**src/rtl/ir_cap_pkg.sv**
```systemverilog
package ir_cap_pkg;

  typedef enum logic [1:0] {
    SEL_DECODER = 2'd0,
    SEL_BOTH    = 2'd1,
    SEL_FALL    = 2'd2,
    SEL_RISE    = 2'd3
  } edgeSel_e;

  // Strobes from control to datapath, valid for one cycle
  typedef struct packed {
    logic capture;  // qualifying edge seen this cycle
    logic tick;     // prescaler period elapsed
    logic clear;    // soft reset
    logic stop;     // capture disabled
    logic level;    // synchronised line level
  } capStrobe_t;

endpackage

```
**src/rtl/ir_cap_ctrl.sv**
```systemverilog
module ir_cap_ctrl
  import ir_cap_pkg::*;
#(
  parameter int DIV_W       = 12,
  parameter int SYNC_STAGES = 2
) (
  input  logic             clk,
  input  logic             rstN,
  input  logic             irIn,
  input  logic             enable,
  input  logic             softReset,
  input  logic [DIV_W-1:0] tickDiv,
  input  logic [1:0]       edgeSel,
  output capStrobe_t       strobe
);

  logic [SYNC_STAGES-1:0] syncQ;
  logic                   prevLvl;
  logic                   lineLvl;
  logic                   riseEdge;
  logic                   fallEdge;
  logic                   qualify;
  logic                   active;
  logic                   tickNow;
  logic [DIV_W-1:0]       divCnt;

  // Synchroniser chain
  always_ff @(posedge clk or negedge rstN) begin
    if (!rstN) syncQ[0] <= 1'b0;
    else       syncQ[0] <= irIn;
  end

  generate
    for (genvar s = 1; s < SYNC_STAGES; s++) begin : g_sync
      always_ff @(posedge clk or negedge rstN) begin
        if (!rstN) syncQ[s] <= 1'b0;
        else       syncQ[s] <= syncQ[s-1];
      end
    end
  endgenerate

  assign lineLvl = syncQ[SYNC_STAGES-1];

  always_ff @(posedge clk or negedge rstN) begin
    if (!rstN) prevLvl <= 1'b0;
    else       prevLvl <= lineLvl;
  end

  assign riseEdge = lineLvl & ~prevLvl;
  assign fallEdge = ~lineLvl & prevLvl;
  assign active   = enable & ~softReset;

  always_comb begin
    unique case (edgeSel_e'(edgeSel))
      SEL_BOTH: qualify = riseEdge | fallEdge;
      SEL_FALL: qualify = fallEdge;
      SEL_RISE: qualify = riseEdge;
      default:  qualify = 1'b0;
    endcase
  end

  // Tick prescaler, realigned on every capture
  assign tickNow = (divCnt >= tickDiv);

  always_ff @(posedge clk or negedge rstN) begin
    if (!rstN)                                  divCnt <= '0;
    else if (!active || (qualify) || tickNow)   divCnt <= '0;
    else                                        divCnt <= divCnt + 1'b1;
  end

  always_comb begin
    strobe.capture = qualify & active;
    strobe.tick    = tickNow & active;
    strobe.clear   = softReset;
    strobe.stop    = ~enable;
    strobe.level   = lineLvl;
  end

endmodule

```
**src/rtl/ir_cap_datapath.sv**
```systemverilog
module ir_cap_datapath
  import ir_cap_pkg::*;
#(
  parameter int CNT_W = 13
) (
  input  logic             clk,
  input  logic             rstN,
  input  capStrobe_t       strobe,
  output logic [CNT_W-1:0] duration,
  output logic             pulseLevel,
  output logic             busy,
  output logic             irq
);

  localparam logic [CNT_W-1:0] CNT_MAX = '1;

  logic [CNT_W-1:0] count;

  always_ff @(posedge clk or negedge rstN) begin
    if (!rstN) begin
      count      <= '0;
      duration   <= '0;
      pulseLevel <= 1'b0;
      busy       <= 1'b0;
      irq        <= 1'b0;
    end else if (strobe.clear) begin
      count      <= '0;
      duration   <= '0;
      pulseLevel <= 1'b0;
      busy       <= 1'b0;
      irq        <= 1'b0;
    end else begin
      irq <= strobe.capture;
      if (strobe.stop) begin
        busy  <= 1'b0;
        count <= '0;
      end else if (strobe.capture) begin
        duration   <= count;
        pulseLevel <= strobe.level;
        count      <= '0;
        busy       <= 1'b1;
      end else if (strobe.tick && busy && (count != CNT_MAX)) begin
        count <= count + 1'b1;
      end
    end
  end

  // Saturated counter stays put until restarted
  assert_sat_hold_R4: assert property (@(posedge clk) disable iff (!rstN)
    (busy && count == CNT_MAX && !strobe.capture && !strobe.clear && !strobe.stop)
      |=> count == CNT_MAX);

  assert_irq_busy_R8: assert property (@(posedge clk) disable iff (!rstN)
    irq |-> busy);

  // Without a capture the latched interval does not move
  assert_dur_hold_R5: assert property (@(posedge clk) disable iff (!rstN)
    (!strobe.capture && !strobe.clear) |=> $stable(duration));

endmodule

```
**src/rtl/ir_edge_capture.sv**
```systemverilog
module ir_edge_capture
  import ir_cap_pkg::*;
#(
  parameter int DIV_W       = 12,
  parameter int CNT_W       = 13,
  parameter int SYNC_STAGES = 2
) (
  input  logic             clk,
  input  logic             rstN,
  input  logic             irIn,
  input  logic             enable,
  input  logic             softReset,
  input  logic [DIV_W-1:0] tickDiv,
  input  logic [1:0]       edgeSel,
  output logic [CNT_W-1:0] duration,
  output logic             pulseLevel,
  output logic             busy,
  output logic             irq
);

  capStrobe_t strobe;

  ir_cap_ctrl #(
    .DIV_W      (DIV_W),
    .SYNC_STAGES(SYNC_STAGES)
  ) i_ctrl (
    .clk      (clk),
    .rstN     (rstN),
    .irIn     (irIn),
    .enable   (enable),
    .softReset(softReset),
    .tickDiv  (tickDiv),
    .edgeSel  (edgeSel),
    .strobe   (strobe)
  );

  ir_cap_datapath #(
    .CNT_W(CNT_W)
  ) i_dp (
    .clk       (clk),
    .rstN      (rstN),
    .strobe    (strobe),
    .duration  (duration),
    .pulseLevel(pulseLevel),
    .busy      (busy),
    .irq       (irq)
  );

  assert_clear_R10: assert property (@(posedge clk) disable iff (!rstN)
    softReset |=> (!irq && !busy && duration == '0 && !pulseLevel));

  assert_disabled_quiet_R11: assert property (@(posedge clk) disable iff (!rstN)
    !enable |=> !irq);

  assert_decoder_mode_R6: assert property (@(posedge clk) disable iff (!rstN)
    (edgeSel == 2'd0) |=> !irq);

endmodule

```
**config.mk**
```make
export PLATFORM = sky130hd
export DESIGN_NAME = ir_edge_capture
export DESIGN_NICKNAME = d
export VERILOG_FILES = /design/src/rtl/ir_cap_pkg.sv /design/src/rtl/ir_cap_ctrl.sv /design/src/rtl/ir_cap_datapath.sv /design/src/rtl/ir_edge_capture.sv
export SDC_FILE = /design/constraint.sdc
export NUM_CORES = 1
export LEC_CHECK = 0
export CORE_UTILIZATION = 50
export DETAILED_ROUTE_END_ITERATION = 7
export PLACE_DENSITY_LB_ADDON = 0.15
export SETUP_SLACK_MARGIN = 0.4
export SYNTH_ARGS = -nofsm -noshare
export SYNTH_HDL_FRONTEND = slang
export SYNTH_SLANG_ARGS = --single-unit
```
**constraint.sdc**
```tcl
create_clock -name clk -period 2.9 [get_ports clk]
set_input_delay 0.725 -clock clk [delete_from_list [all_inputs] [get_ports clk]]
set_output_delay 0.725 -clock clk [all_outputs]
set_load 0.01 [all_outputs]
```
==> metrics.md, run 1 <==
| Metric | Value |
|---|---|
| Status | `complete, no violations` |
| Worst min path class | `reg -> reg` |
| VDD IR max | `352 uV` |
| Layout cells sized above 1 | `29.0%` |
| Initial DRC Count | `114` |
| GP Congestion | `0.814` |
| Critical Path AT | `2.73 ns` |
| Total length of routed wires | `5680 um` |
| Num rows | `23` |
| Maximum root-to-sink buffer count | `2` |
| Inst Count DP | `309` |
| Synth Area in Simple Gates | `16.9%` |
| # diodes | `0` |
| Port buffer count | `34` |
| Largest net degree at the start of global routing | `25` |
| Die height | `68.9 um` |
| Area grow syn2layout | `42.4%` |
| First-pass GRT wire length | `7950 um` |
| Post-synthesis sequential area ratio | `49.2%` |
| Vias in the first global route | `1,761` |
| Syn avg cell area | `10.2 um^2` |
| TritonCTS clock tree | `done` |
| Multiplexer area fraction after synthesis | `0.504%` |
| Leakage | `1.42 nW` |
| Post-place setup slack | `-0.171 ns` |
| Yosys warning count | `0` |
| Max Cap Violations | `0` |
| All-Layer GR Usage | `23.2%` |
| Worst Skew | `0.0113 ns` |
| Fin cells | `326` |
| Compound-Gate Fraction of Synth Area | `16.5%` |
| CTS H-Tree Depth | `2` |
| Worst setup margin | `0.392 ns` |
| Crit end category | `register` |
| Crit start category | `input port` |
| DRC | `0` |
| Synth Cell Area | `0.00224 mm^2` |
| Max FO, Critical Path | `7` |
| Commonest non-fill, non-tap cell in the layout | `dfrtp_1` |
| Post-Syn Nets | `255` |
| Die width | `68.9 um` |
| Slew headroom | `62.5%` |
| Post-DP HPWL | `3370 um` |
| Seq cells post-synth | `44` |
| Final hold violations | `0` |
| Die area | `0.00474 mm^2` |
| Initial Util | `54.0%` |
| Reg clk slew, reported paths | `0.09 ns` |
| Tmin final | `2.51 ns` |
| Worst-Margin Slew | `0.563 ns` |
| CTS root buf | `clkbuf_8` |
| PD cells | `390 mW/mm^2` |
| Fillers | `277` |
| Cts bufs inserted | `5` |
| Final Max Tran Viols | `0` |
| Area share of fa/ha/maj cells after synthesis | `8.95%` |
| WS Path Type | `in -> reg` |
| Core box area | `0.00414 mm^2` |
| XOR/XNOR Fraction of Synth Area | `3.92%` |
| Sink Count | `44` |
| Post-DR wirelength/cell | `17.4 um` |
| Tcrit/Tclk final | `86.5%` |
| Largest family of logic cells by synthesized area | `simple AND/OR/NAND/NOR gates` |
| RSZ-0062 raised after global routing | `no` |
| ANT nets after route | `0` |
| Final Setup Violations | `0` |
| Worst skew pair latency | `0.30 ns` |
| Via count | `1,920` |
| Final #Nets | `310` |
| Critical path data required time | `3.13 ns` |
| Yosys cell types | `36` |
| Syn Inst Count | `220` |
| Leading cell types in the layout, fill and taps excluded | `dfrtp_1, clkdlybuf4s50_1, buf_4` |
| Antenna violations before repair | `0` |
| Fin util | `76.8%` |
| Peak Freq | `399 MHz` |
| # IOs | `35` |
| Total gr overflow | `0` |
| Drt pass-1 iters | `4` |
| DR vias/cell | `5.89` |
-- final cells by class --
| type | instances | area (um^2) | area share, % |
|---|---|---|---|
| multi-input combinational | 154 | 1330 | 41.9 |
| sequential | 44 | 1100 | 34.6 |
| timing repair buffer | 55 | 509 | 16.0 |
| clock buffer | 6 | 82.6 | 2.59 |
| tap | 50 | 62.6 | 1.97 |
| inverter | 15 | 56.3 | 1.77 |
| clock inverter | 2 | 38.8 | 1.22 |
-- report_power, final --
part           switching [mW]  internal (mW)  leakage (nW)  total (mW)
combinational          0.0692         0.0562         0.756       0.125
clock                   0.210          0.282        0.0614       0.492
sequential            0.00482          0.618         0.607       0.623
total                   0.284          0.956          1.42        1.24
-- per-layer routing --
| metal | routed length, um | global-route usage, % | up-vias |
|---|---|---|---|
| li1 | - | - | 912 |
| met1 | 2530 | 31.0 | 927 |
| met2 | 2730 | 36.9 | 68 |
| met3 | 288 | 5.10 | 13 |
| met4 | 125 | 8.67 | 0 |
| met5 | 0 | 0 | - |
-- critical path, cell delays in order --
cell and delay [ns]:
clkdlybuf4s50_1 0.48, inv_1 0.06, ha_1 0.28, nand2_2 0.05, o21ai_2 0.19, a221oi_2 0.10
buf_4 0.18, or4_4 0.52, a21oi_2 0.15
-- cells by family after synthesis --
logic type               after synthesis
AO/OA/AOI/OAI                         54
XOR/XNOR                              10
adder cells (fa/ha/maj)               16
buffers and inverters                 23
flip-flops                            44
multiplexers                           1
AND/OR/NAND/NOR                       72
-- stage by stage --
step                power (mW)  hold slack [ns]  setup TNS [ns]  cell area, um^2
detailed placement       0.728            0.338           -2.29             2700
CTS                       1.23            0.358               0             2980
floorplan                0.669            0.331               0             2240
global placement         0.725            0.335           -1.29             2700
global route              1.29            0.375               0             3180
finish                    1.24            0.357               0             3180
-- repair_timing --
action	4_1_cts	5_1_grt
resized for setup	36	43
pin swaps	22	23
gates cloned	1	1
setup endpoints to repair	23	25
hold buffers	0	0
setup buffers	4	3
-- cells in the mapped netlist, drive strengths merged --
master / number / area, um^2
and4: 1 / 8.76
or4: 5 / 37.5
and2: 2 / 12.5
inv: 15 / 56.3
a221oi: 1 / 8.76
nand2: 15 / 56.3
nor4: 1 / 6.26
clkbuf: 6 / 22.5
mux2: 1 / 11.3
nand3b: 2 / 15.0
or2: 1 / 6.26
nor2b: 1 / 6.26
buf: 2 / 10.0
a221o: 1 / 10.0
o211a: 1 / 10.0
nand4: 3 / 18.8
a21oi: 18 / 90.1
or3: 4 / 25.0
nor2: 17 / 63.8
ha: 16 / 200
and3: 7 / 43.8
or3b: 1 / 8.76
dfrtp: 44 / 1100
o21ai: 7 / 35.0
or4b: 1 / 10.0
o21a: 2 / 15.0
o31ai: 6 / 45.0
o211ai: 2 / 15.0
xor2: 6 / 52.6
nand2b: 1 / 6.26
xnor2: 4 / 35.0
o41ai: 1 / 8.76
a22o: 15 / 131
nor3b: 1 / 7.51
nand3: 9 / 45.0
-- registers in the layout, indices dropped and copies added, names as in the netlist --
signal,cells
i_ctrl.prevLvl,1
i_dp.busy,1
i_ctrl.syncQ,1
i_dp.pulseLevel,1
i_dp.duration,13
i_ctrl.lineLvl,1
i_dp.count,13
i_dp.irq,1
i_ctrl.divCnt,12
-- path summary, 6_finish.rpt --
kind	slack, ns	end	from	depth (start not counted)
setup / recovery	0.39	i_dp.count[4]	tickDiv[2]	9
hold / removal	0.36	i_ctrl.lineLvl	i_ctrl.syncQ[0]	0
setup reg to reg	0.53	i_dp.count[12]	i_dp.count[0]	8
hold reg to reg	0.36	i_ctrl.lineLvl	i_ctrl.syncQ[0]	0
max in group asynchronous	1.82	i_dp.count[8]	rstN	2
min in group asynchronous	0.41	i_dp.count[6]	rstN	1
(Power assumes the default switching activity.)
==> run 2: changes to the inputs <==
--- a/config.mk
+++ b/config.mk
@@ -5,7 +5,8 @@
 export SDC_FILE = /design/constraint.sdc
 export NUM_CORES = 1
 export LEC_CHECK = 0
-export CORE_UTILIZATION = 50
+export CORE_MARGIN = 2
+export CORE_UTILIZATION = 53
 export DETAILED_ROUTE_END_ITERATION = 7
 export PLACE_DENSITY_LB_ADDON = 0.15
 export SETUP_SLACK_MARGIN = 0.4
==> run 2 against run 1 <==
Compared with the run above: clock skew fell by 0.0082 ns; hold slack barely moved; die area rose by 0.23%; sequential power barely moved; combinational power fell by 3%; via count fell by 0.47%; cell area fell by 2.4%; largest cell class unchanged.
==> metrics.md, run 2 (synthesis results as in run 1) <==
| Metric | Value |
|---|---|
| Via count | `1,911 (-0.47%)` |
| Peak Freq | `404 MHz (+1.2%)` |
| RSZ-0062 raised after global routing | `yes` |
| Max FO, Critical Path | `7 (unchanged)` |
| Leakage | `1.39 nW (-2.1%)` |
| Final Setup Violations | `0 (unchanged)` |
| Drt pass-1 iters | `4 (unchanged)` |
| CTS root buf | `clkbuf_8` |
| CTS H-Tree Depth | `2 (unchanged)` |
| Post-DP HPWL | `3300 um (-2.0%)` |
| Tcrit/Tclk final | `85.4% (-1.1 points)` |
| Min-delay src | `i_ctrl.syncQ[0]` |
| Die area | `0.00475 mm^2 (+0.23%)` |
| Critical-path cell list | `clkdlybuf4s50_1, inv_1, ha_4, nand2_1, o21ai_2, a221oi_2, buf_4, or4_4, a21oi_2` |
| Critical path data required time | `3.12 ns (about the same)` |
| Status | `complete, no violations` |
| Total chip power | `1.10 mW (-11%)` |
| Area grow syn2layout | `39.0%` |
| Critical Path AT | `2.70 ns (-0.03 ns)` |
| First-pass GRT wire length | `8390 um (+5.6%)` |
| Die height | `69.0 um (+0.12%)` |
| Maximum root-to-sink buffer count | `2 (unchanged)` |
| Commonest non-fill, non-tap cell in the layout | `dfrtp_1` |
| Slew headroom | `34.5% (-28 points)` |
| Post-DR wirelength/cell | `16.9 um (-3.0%)` |
| Tmin final | `2.48 ns (-0.0306 ns)` |
| Layout cells sized above 1 | `25.4% (-3.6 points)` |
| Max Cap Violations | `0 (unchanged)` |
| Hold_buf cts | `0 (unchanged)` |
| WS Path Type | `in -> reg` |
| Largest net degree at the start of global routing | `45 (+80%)` |
| Total length of routed wires | `5440 um (-4.2%)` |
| Worst Skew | `0.00310 ns (-0.00824 ns)` |
| DP Area | `0.00268 mm^2 (-0.56%)` |
| Crit end category | `register` |
| TritonCTS clock tree | `done` |
| FF-to-FF Start | `i_ctrl.lineLvl` |
| DR vias/cell | `5.93 (+0.77%)` |
| Cts bufs inserted | `5 (unchanged)` |
| Initial Util | `55.5% (+1.5 points)` |
| ANT nets after route | `0 (unchanged)` |
| Final #Nets | `307 (-0.97%)` |
| VDD IR max | `246 uV (-30%)` |
| Design Area, Final | `0.00311 mm^2 (-2.4%)` |
| Final Max Tran Viols | `0 (unchanged)` |
| # IOs | `35 (unchanged)` |
| PD cells | `354 mW/mm^2 (-9.2%)` |
| WP buf/inv | `3 (unchanged)` |
| Die width | `69.0 um (+0.12%)` |
| Slowest stage delay, CP | `0.51 ns (about the same)` |
| # diodes | `0 (unchanged)` |
| Port buffer count | `34 (unchanged)` |
| Reg clk slew, reported paths | `0.08 ns (about the same)` |
| Worst-Margin Slew | `0.982 ns (+0.419 ns)` |
| Final hold violations | `0 (unchanged)` |
| Slowest-stage cell, CP | `or4_4` |
| DRC | `0 (unchanged)` |
| Core box area | `0.00403 mm^2 (-2.8%)` |
| Largest regs | `i_dp.count (13), i_dp.duration (13), i_ctrl.divCnt (12)` |
| Sink Count | `44 (unchanged)` |
| GP Congestion | `0.835 (+2.5%)` |
| Total gr overflow | `0 (unchanged)` |
| Crit path from | `tickDiv[3]` |
| Initial DRC Count | `191 (+68%)` |
| Fin util | `77.1% (+0.33 points)` |
| Fin Setup TNS | `0 ns (unchanged)` |
| Worst min path class | `reg -> reg` |
| Crit path max-delay family | `buffers and inverters` |
| Antenna violations before repair | `0 (unchanged)` |
| Vias in the first global route | `1,831 (+4.0%)` |
| Leading cell types in the layout, fill and taps excluded | `dfrtp_1, clkdlybuf4s50_1, buf_4` |
| Worst skew pair latency | `0.29 ns (about the same)` |
| Crit start category | `input port` |
| Num rows | `23 (unchanged)` |
| All-Layer GR Usage | `24.1% (+0.91 points)` |
run 2: cell count changes in the layout (fill, tap and decap cells not counted), moves of 2 or more:
| cell | previous run | this run |
|---|---|---|
| o21ai_1 | 2 | 0 |
| nand2_2 | 3 | 1 |
| nor2_1 | 8 | 10 |
| buf_4 | 20 | 16 |
| o21ai_0 | 2 | 4 |
| nor2_2 | 4 | 2 |
run 2: repair_timing:
item                                    4_1_cts  5_1_grt
buffers inserted                              3        3
endpoints found under the setup margin       23       23
pin swaps                                    20       14
gates cloned                                  1        1
resized for setup                            33       38
run 2: area by class of cell:
type	instances	area (um^2)
well taps	50	62.6
repair buffers	52	492
flip-flops and latches	44	1100
clock buffers	6	72.6
fillers	273	921
clock inverters	1	5.00
multi-input cells	154	1320
inverters	15	56.3
run 2: worst register-to-register path, cell delays in order (launching register included):
cell and delay, ns:
dfrtp_1 0.42, ha_1 0.22, mux2_1 0.29, a22o_1 0.24, buf_4 0.15, nor3b_2 0.51, buf_4 0.23, o211ai_1 0.09
nand2_1 0.09
run 2: report_power, final:
group / total [mW] / leakage (nW) / internal, mW / switching (mW)
sequential: 0.623 / 0.607 / 0.618 / 0.00469
clock: 0.356 / 0.0410 / 0.164 / 0.192
combinational: 0.121 / 0.747 / 0.0546 / 0.0664
run 2: metrics by stage:
stage / hold WS, ns / worst slack, ns / cells
4_1_cts: 0.359 / 0.369 / 318
3_5_place_dp: 0.340 / -0.224 / 307
5_1_grt: 0.360 / 0.352 / 322
6_report: 0.357 / 0.423 / 322
2_1_floorplan: 0.331 / 0.426 / 220
3_3_place_gp: 0.337 / -0.196 / 307
run 2: metal layers:
layer	vias up	GRT usage, %	share of wire, %
met5	-	0	0
met4	0	8.82	1.7
met3	9	4.06	6.0
met2	70	40.3	48
met1	935	31.6	44
li1	897	-	-
run 2: worst paths after layout:
| kind | cells after the start | slack, ns | to |
|---|---|---|---|
| max in group asynchronous | 1 | 1.70 | i_dp.count[12] |
| min reg2reg | 0 | 0.36 | i_ctrl.lineLvl |
| min in group asynchronous | 1 | 0.59 | i_ctrl.divCnt[7] |
| max | 9 | 0.42 | i_dp.count[4] |
| max reg2reg | 8 | 0.61 | i_dp.count[2] |
| min | 0 | 0.36 | i_ctrl.lineLvl |
